--- src/rtl/cmo_pkg.sv ---
`timescale 1ns/1ps
package cmo_pkg;
    localparam logic [2:0] SUB_FENCE    = 3'b000;
    localparam logic [2:0] SUB_INV_LINE = 3'b010;
    localparam logic [2:0] SUB_INV_ALL  = 3'b100;
    localparam logic [2:0] SUB_PREFETCH = 3'b101;

    typedef enum logic [2:0] {
        K_FENCE, K_INVL, K_INVA, K_PREF, K_NOP
    } cmo_kind_e;

    typedef enum logic [3:0] {
        S_IDLE, S_FCLOSE, S_FDRAIN, S_TAGCAP, S_LOOKUP,
        S_RDRAIN, S_SWEEP, S_REFREQ, S_REFWAIT, S_DONE
    } cmo_state_e;
endpackage

--- src/rtl/cmo_decode.sv ---
`timescale 1ns/1ps
module cmo_decode
    import cmo_pkg::*;
(
    input  logic [2:0] size,
    output cmo_kind_e  kind
);
    always_comb begin
        unique case (size)
            SUB_FENCE:    kind = K_FENCE;
            SUB_INV_LINE: kind = K_INVL;
            SUB_INV_ALL:  kind = K_INVA;
            SUB_PREFETCH: kind = K_PREF;
            default:      kind = K_NOP;
        endcase
    end
endmodule

--- src/rtl/cmo_sweep.sv ---
`timescale 1ns/1ps
module cmo_sweep #(
    parameter int NUM_SETS = 64,
    parameter int SET_W    = 6
) (
    input  logic             clk,
    input  logic             rst_n,
    input  logic             clear,
    input  logic             step,
    output logic [SET_W-1:0] idx,
    output logic             last
);
    localparam logic [SET_W-1:0] LAST_IDX = SET_W'(NUM_SETS - 1);

    always_ff @(posedge clk or negedge rst_n) begin
        if (!rst_n)
            idx <= '0;
        else if (clear)
            idx <= '0;
        else if (step && !last)
            idx <= idx + 1'b1;
    end

    assign last = (idx == LAST_IDX);
endmodule

--- src/rtl/cmo_ctrl.sv ---
`timescale 1ns/1ps
module cmo_ctrl
    import cmo_pkg::*;
#(
    parameter int NUM_SETS = 64,
    parameter int TAG_W    = 20,
    parameter int SID_W    = 3,
    parameter int TID_W    = 6,
    parameter int OP_W     = 4,
    parameter int WCNT_W   = 4,
    parameter int MCNT_W   = 4,
    parameter logic [OP_W-1:0] OP_CMO = OP_W'(9),
    parameter bit  CMO_EN  = 1'b1,
    localparam int SET_W   = (NUM_SETS > 1) ? $clog2(NUM_SETS) : 1
) (
    input  logic              clk,
    input  logic              rst_n,
    input  logic              req_valid,
    output logic              req_ready,
    input  logic [OP_W-1:0]   req_op,
    input  logic [2:0]        req_size,
    input  logic [SID_W-1:0]  req_sid,
    input  logic [TID_W-1:0]  req_tid,
    input  logic              req_need_rsp,
    input  logic              req_phys,
    input  logic [SET_W-1:0]  req_set,
    input  logic [TAG_W-1:0]  req_tag,
    input  logic [TAG_W-1:0]  late_tag,
    output logic              wbuf_close,
    input  logic [WCNT_W-1:0] wbuf_pending,
    output logic [SET_W-1:0]  look_set,
    output logic [TAG_W-1:0]  look_tag,
    input  logic              look_miss_pend,
    input  logic [MCNT_W-1:0] miss_count,
    input  logic              look_hit,
    output logic              inval_valid,
    output logic              inval_all_ways,
    output logic [SET_W-1:0]  inval_set,
    output logic [TAG_W-1:0]  inval_tag,
    output logic              refill_valid,
    input  logic              refill_ready,
    output logic [SET_W-1:0]  refill_set,
    output logic [TAG_W-1:0]  refill_tag,
    input  logic              refill_done,
    output logic              rsp_valid,
    output logic [SID_W-1:0]  rsp_sid,
    output logic [TID_W-1:0]  rsp_tid
);
    cmo_state_e st, st_nx;
    cmo_kind_e  kind_in, kind_q;
    logic [SID_W-1:0] sid_q;
    logic [TID_W-1:0] tid_q;
    logic             rsp_q;
    logic [SET_W-1:0] set_q;
    logic [TAG_W-1:0] tag_q;
    logic [SET_W-1:0] sw_idx;
    logic             sw_last;
    logic             idle_rdy;
    logic             acc;

    generate
        if (CMO_EN) begin : g_en
            assign idle_rdy = (st == S_IDLE);
        end else begin : g_off
            assign idle_rdy = 1'b0;
        end
    endgenerate

    assign acc = req_valid && idle_rdy && (req_op == OP_CMO);

    cmo_decode u_dec (
        .size (req_size),
        .kind (kind_in)
    );

    cmo_sweep #(.NUM_SETS(NUM_SETS), .SET_W(SET_W)) u_sweep (
        .clk   (clk),
        .rst_n (rst_n),
        .clear (acc),
        .step  (st == S_SWEEP),
        .idx   (sw_idx),
        .last  (sw_last)
    );

    // request capture
    always_ff @(posedge clk or negedge rst_n) begin
        if (!rst_n) begin
            kind_q <= K_NOP;
            sid_q  <= '0;
            tid_q  <= '0;
            rsp_q  <= 1'b0;
            set_q  <= '0;
            tag_q  <= '0;
        end else if (acc) begin
            kind_q <= kind_in;
            sid_q  <= req_sid;
            tid_q  <= req_tid;
            rsp_q  <= req_need_rsp;
            set_q  <= req_set;
            tag_q  <= req_tag;
        end else if (st == S_TAGCAP) begin
            tag_q  <= late_tag;
        end
    end

    // state register
    always_ff @(posedge clk or negedge rst_n) begin
        if (!rst_n) st <= S_IDLE;
        else        st <= st_nx;
    end

    // next state
    always_comb begin
        st_nx = st;
        unique case (st)
            S_IDLE: begin
                if (acc) begin
                    case (kind_in)
                        K_FENCE:       st_nx = S_FCLOSE;
                        K_INVL, K_PREF: st_nx = req_phys ? S_LOOKUP : S_TAGCAP;
                        K_INVA:        st_nx = S_RDRAIN;
                        default:       st_nx = S_DONE;
                    endcase
                end
            end
            S_FCLOSE:  st_nx = S_FDRAIN;
            S_FDRAIN:  if (wbuf_pending == '0) st_nx = S_DONE;
            S_TAGCAP:  st_nx = S_LOOKUP;
            S_LOOKUP: begin
                if (!look_miss_pend)
                    st_nx = (kind_q == K_PREF && !look_hit) ? S_REFREQ : S_DONE;
            end
            S_RDRAIN:  if (miss_count == '0) st_nx = S_SWEEP;
            S_SWEEP:   if (sw_last) st_nx = S_DONE;
            S_REFREQ:  if (refill_ready) st_nx = S_REFWAIT;
            S_REFWAIT: if (refill_done) st_nx = S_DONE;
            S_DONE:    st_nx = S_IDLE;
            default:   st_nx = S_IDLE;
        endcase
    end

    // outputs
    always_comb begin
        req_ready      = idle_rdy;
        wbuf_close     = (st == S_FCLOSE);
        look_set       = set_q;
        look_tag       = tag_q;
        inval_all_ways = (st == S_SWEEP);
        inval_valid    = (st == S_SWEEP) ||
                         (st == S_LOOKUP && kind_q == K_INVL && !look_miss_pend && look_hit);
        inval_set      = (st == S_SWEEP) ? sw_idx : set_q;
        inval_tag      = tag_q;
        refill_valid   = (st == S_REFREQ);
        refill_set     = set_q;
        refill_tag     = tag_q;
        rsp_valid      = (st == S_DONE) && rsp_q;
        rsp_sid        = sid_q;
        rsp_tid        = tid_q;
    end
endmodule

--- config.mk ---
export PLATFORM = sky130hd
export DESIGN_NAME = cmo_ctrl
export DESIGN_NICKNAME = d
export VERILOG_FILES = /design/src/rtl/cmo_pkg.sv /design/src/rtl/cmo_decode.sv /design/src/rtl/cmo_sweep.sv /design/src/rtl/cmo_ctrl.sv
export SDC_FILE = /design/constraint.sdc
export NUM_CORES = 1
export LEC_CHECK = 0
export BUFFER_PORTS_ARGS = -buffer_cell sky130_fd_sc_hd__buf_4
export CORE_AREA = 2 2 90 92
export CTS_CLUSTER_DIAMETER = 150
export CTS_CLUSTER_SIZE = 24
export DETAILED_ROUTE_END_ITERATION = 10
export DIE_AREA = 0 0 92 94
export GPL_TIMING_DRIVEN = 0
export PLACE_DENSITY = 0.73
export SYNTH_ARGS = -nofsm -noshare
export SYNTH_HDL_FRONTEND = slang
export SYNTH_HIERARCHICAL = 1
export SYNTH_SLANG_ARGS = --single-unit
--- constraint.sdc ---
create_clock -name clk -period 4.6 [get_ports clk]
set_input_delay 0.69 -clock clk [delete_from_list [all_inputs] [get_ports clk]]
set_output_delay 0.69 -clock clk [all_outputs]
set_load 0.1 [all_outputs]
# [Word-level counts from Yosys, hierarchy flattened]
# Index checks and enable logic that the tools add are counted.
[totals] register_bits=49 latch_bits=0 ramBits=0 rom_bits=0 in_bits=79 out_inout_bits=93 elab_cells=73 n_memories=0
[classes] addsub=1 mul=0 n_div=0 order_cmp=0 n_eq_ne=26 shift=0 muxes=17 n_bitwise=0 n_reduce_logical=21
[ops] op="$mux 20" n=2
[ops] op="$pmux 4 s9" n=1
[ops] op="$mux 4" n=8
[ops] op="$mux 6" n=3
[ops] op="$eq 4x3->1 const B" n=4
[ops] op="$eq 3x2->1 const B" n=4
[ops] op="$eq 4x4->1 const B" n=3
[ops] op="$logic_not 4->1" n=3
[ops] op="$pmux 3 s4" n=1
[ops] op="$pmux 4 s3" n=1
[ops] op="$ne 2x2->1 const B" n=5
[ops] op="$eq 4x2->1 const B" n=2
[ops] op="$logic_and 1x1->1" n=8
[ops] op="$reduce_and 7->1" n=1
[ops] op="$add 6x1->6 const B" n=1
[ops] op="$eq 3x1->1 const B" n=2
[ops] op="$eq 3x3->1 const B" n=2
[ops] op="$eq 6x6->1 const B" n=1
[ops] op="$logic_not 3->1" n=2
[ops] op="$eq 4x1->1 const B" n=1
[ops] op="$ne 2x1->1 const B" n=2
[ops] op="$reduce_bool 2->1" n=2
[ops] op="$logic_not 1->1" n=3
[ops] op="$mux 3" n=1
[ops] op="2 further kinds" n=2

# [Logic depth before layout (Yosys ltp)]
[logic_depth] ltp_word=7 mapped_depth=9 ltp_nobuf=7

# [Modules after synthesis]
# The synthesis kept the hierarchy.
[modules_own_cells] mod="cmo_ctrl" instances=1 cells_per_inst=276 area_per_inst_um2=2605.0 seq_area_each_um2=1077.3
[modules_own_cells] mod="cmo_sweep" instances=1 cells_per_inst=39 area_per_inst_um2=380.4 seq_area_each_um2=150.1
[modules_own_cells] mod="cmo_decode" instances=1 cells_per_inst=5 area_per_inst_um2=37.5 seq_area_each_um2=0.0

# [Worst setup path before layout]
# No wires, ideal clock.
[synth_timing] path_type="register to output" start="register st[1]" end="output wbuf_close" t_arrival_ps=2941 required_time_ps=3910 path_slack_ps=969 path_stages_with_launch=4 path_buffers=1 path_cell_list="dfrtp_1 -> buf_6 -> nor2b_1 -> nor3b_1"
[synth_between] elab_chain_len=1
[synth_lines] item="start, declared" line_no="cmo_ctrl.sv:49" rtl="cmo_state_e st, st_nx;"
[synth_lines] item="start signal, assigned" line_no="cmo_ctrl.sv:109" rtl="else st <= st_nx;"
[synth_lines] item="$eq 4x1->1" line_no="cmo_ctrl.sv:145" rtl="wbuf_close = (st == S_FCLOSE);"
[synth_lines] item="end, declared" line_no="cmo_ctrl.sv:29" rtl="output logic wbuf_close,"
# No other way between the ends.

# [Worst setup path in the final report]
[layout_timing] start="register st[2]" end="output inval_set[0]"
[layout_between] elab_chain_len=2
[layout_lines] item="$eq 4x3->1" line_no="cmo_ctrl.sv:151" rtl="inval_set = (st == S_SWEEP) ? sw_idx : set_q;"
[layout_lines] item="$mux 6" line_no="cmo_ctrl.sv:151"
[layout_lines] item="end, declared" line_no="cmo_ctrl.sv:38" rtl="output logic [SET_W-1:0] inval_set,"
# No other way between the ends.

==> impl_metrics.env <==
export IMPL_status="complete, no violations"
export IMPL_vias_per_cell=4.83
export IMPL_path_class="flop to output pin"
export IMPL_cp_required_ps=3910
export IMPL_ant_nets=0
export IMPL_ys_warn_count=6
export IMPL_synth_edf_count=0
export IMPL_yosysMostFrequentCell="nand2_1"
export IMPL_use_met1_pct=23.9
export IMPL_end_kind="output pin"
export IMPL_ys_seq_elements=49
export IMPL_drtIter0Drc=158
export IMPL_synthAdderAreaFrac_pct=0.414
export IMPL_vias=2902
export IMPL_hold_viol=0
export IMPL_maxSlewViolCount=0
export IMPL_regToRegEndpoint="u_sweep/idx[1]$_DFFE_PN0P_"
export IMPL_synthDistinctLibCells=59
export IMPL_synth_compound_area_share_pct=15.3
export IMPL_synth_area_per_cell_um2=9.45
export IMPL_grt_max_degree=50
export IMPL_cts_root_buf="clkbuf_8"
export IMPL_fin_crit_ps=2890
export IMPL_fin_tns_setup_ps=0
export IMPL_drc=0
export IMPL_synthCells=320
export IMPL_insertion_delay_ps=310
export IMPL_synth_yosys_seq_area_share_pct=40.6
export IMPL_worstMarginPinSlew_ps=636
export IMPL_fill_cells=678
export IMPL_crit_path_max_fanout=8
export IMPL_use_met2_pct=33.6
export IMPL_post_route_period_util_pct=62.9
export IMPL_cp_slowest_cell="dfrtp_1"
export IMPL_grt_total_usage_pct=19.6
export IMPL_antenna_found_initial=0
export IMPL_r2r_cells=8
export IMPL_rsz0062_at_grt="no"
export IMPL_synth_top_cells_by_area="dfrtp_1, buf_4, nand2_1, a22o_1, a21o_1"
export IMPL_max_stage_delay_ps=530
export IMPL_io_buffer_count=171
export IMPL_place_gp_congestion=0.859
export IMPL_busiest_layer="met2"
export IMPL_wirelength_um=8660
export IMPL_initial_core_util_pct=39.7
export IMPL_synth_fp_nets=400
export IMPL_wire_per_inst_um=14.4
export IMPL_rows=32
export IMPL_async_flop_share_pct=100
export IMPL_met3_usage_pct=5.70
export IMPL_drive_gt1_share_pct=52.1
export IMPL_final_nets=578
export IMPL_die_w_um=92
export IMPL_synth_top_family_by_area="simple AND/OR/NAND/NOR gates"
export IMPL_synth_top_area_share_pct=39.7
export IMPL_place_ws_ps=1880
export IMPL_synth_common_cells="nand2_1, buf_4, dfrtp_1"
export IMPL_syn_area_mm2=0.00302
export IMPL_clock_sinks=49
export IMPL_ctsHoldBuffers=0
export IMPL_die_y_um=94
export IMPL_r2r_start="st[2]$_DFFE_PN0P_"
export IMPL_grt_pass1_wl_um=13600
export IMPL_yosys_area_share_simple_pct=21.2
export IMPL_grt_pass1_vias=2796
export IMPL_muxShareOfSynthArea_pct=6.62
export IMPL_max_cap_violations=0
export IMPL_n_antenna_cell=0
export IMPL_io_pins=172
export IMPL_h_tree_depth=2
export IMPL_synth_xor_area_share_pct=0
export IMPL_setup_viol=0
export IMPL_layout_setup_ws_ps=1710
export IMPL_clockBufferDepth=2
export IMPL_crit_path_cell_trace="nand2b_1 > clkbuf_1 > nor3b_4 > mux2_2 > buf_4"
export IMPL_synth_top_flop_cell="dfrtp_1"
export IMPL_dp_final_hpwl_um=6800
export IMPL_cts_clk_slew_worst_paths_ps=90
export IMPL_post_place_cells=593
export IMPL_cts_setup_buffers=0
export IMPL_ctsResizeCount=0
export IMPL_relSlewSlack_pct=57.6
export IMPL_reg2reg_slack_ps=2360
export IMPL_drt_pass1_iter_count=4
export IMPL_grt_remaining_overflow=0
export IMPL_cts_made_buffers=5
export IMPL_final_util_pct=60.1
export IMPL_finalNonFillerCells=601
export IMPL_cts_tree="yes"
export IMPL_crit_path_start_kind="flop"
export IMPL_core_area_mm2=0.00761
export IMPL_hold_class="primary input to asynchronous set/reset pin"
export IMPL_skew_ps=7.38
export IMPL_fmax_mhz=346
export IMPL_areaGrowthSynthToFinish_pct=51.2
export IMPL_yosysTopAreaCell="dfrtp_1"
export IMPL_arrival_ps=2200
export IMPL_dieArea_mm2=0.00865
## kinds of logic after synthesis
family | Yosys count
mux | 18
compound gates | 62
simple gates | 120
buf+inv | 70
flops | 49
fa+ha+maj | 1
## metal layers
metal	part of all wire [%]	vias up
met5	0	-
met4	1.8	0
met3	8.9	12
met2	49	135
met1	41	1338
li1	-	1417
## final cells by class
type	count	area [µm²]	share of cell area (%)
plain buffers	64	455	9.96
clock buffers	5	68.8	1.51
clock inverters	3	68.8	1.51
inverters	6	22.5	0.493
multi-input cells	201	1320	28.8
flip-flops and latches	49	1230	26.8
well taps	102	128	2.79
repair buffers	171	1280	28.1
## worst max-delay path: cells and delay by family, from the launching register on
family                 cells  cell delay [ps]
buffers and inverters      2              460
muxes                      1              390
and+or+nand+nor            2              530
DFF                        1              530
## metrics by stage
| stage | hold WS, ps | instance area [µm²] |
|---|---|---|
| detailed placement | 467 | 4430 |
| global placement | 460 | 4430 |
| global route | 437 | 4570 |
| CTS | 418 | 4570 |
| finish | 382 | 4570 |
| floorplan | 394 | 3020 |
## state kept, by name, indices dropped and copies added (netlist names)
register     cells
st               4
rsp_tid          6
rsp_q            1
look_set         6
rsp_sid          3
kind_q           3
u_sweep/idx      6
inval_tag       20
## cells in the final DEF (no fill, tap or decap), drive strengths merged, types with 8 or more instances in the layout
cell type / instances
a22o: 12
mux2i: 8
clkbuf: 8
o21ai: 12
dfrtp: 48
a21o: 12
nand2: 71
mux2: 10
buf: 232
## worst max-delay path by stage
stage / from / to / slack [ps] / cells after the start
after global placement: req_op[1] / u_sweep/idx[1]$_DFFE_PN0P_ / 1900 / 9
after CTS: st[2]$_DFFE_PN0P_ / inval_set[0] / 1670 / 5
after detailed placement: req_op[1] / u_sweep/idx[1]$_DFFE_PN0P_ / 1880 / 9
after floorplan: st[1]$_DFFE_PN0P_ / wbuf_close / 970 / 3
after global routing: st[2]$_DFFE_PN0P_ / inval_set[5] / 1530 / 5
final: st[2]$_DFFE_PN0P_ / inval_set[0] / 1710 / 5
Power is not shown: default switching activity piles up to over one toggle a cycle in this logic, so the estimate is an artifact.
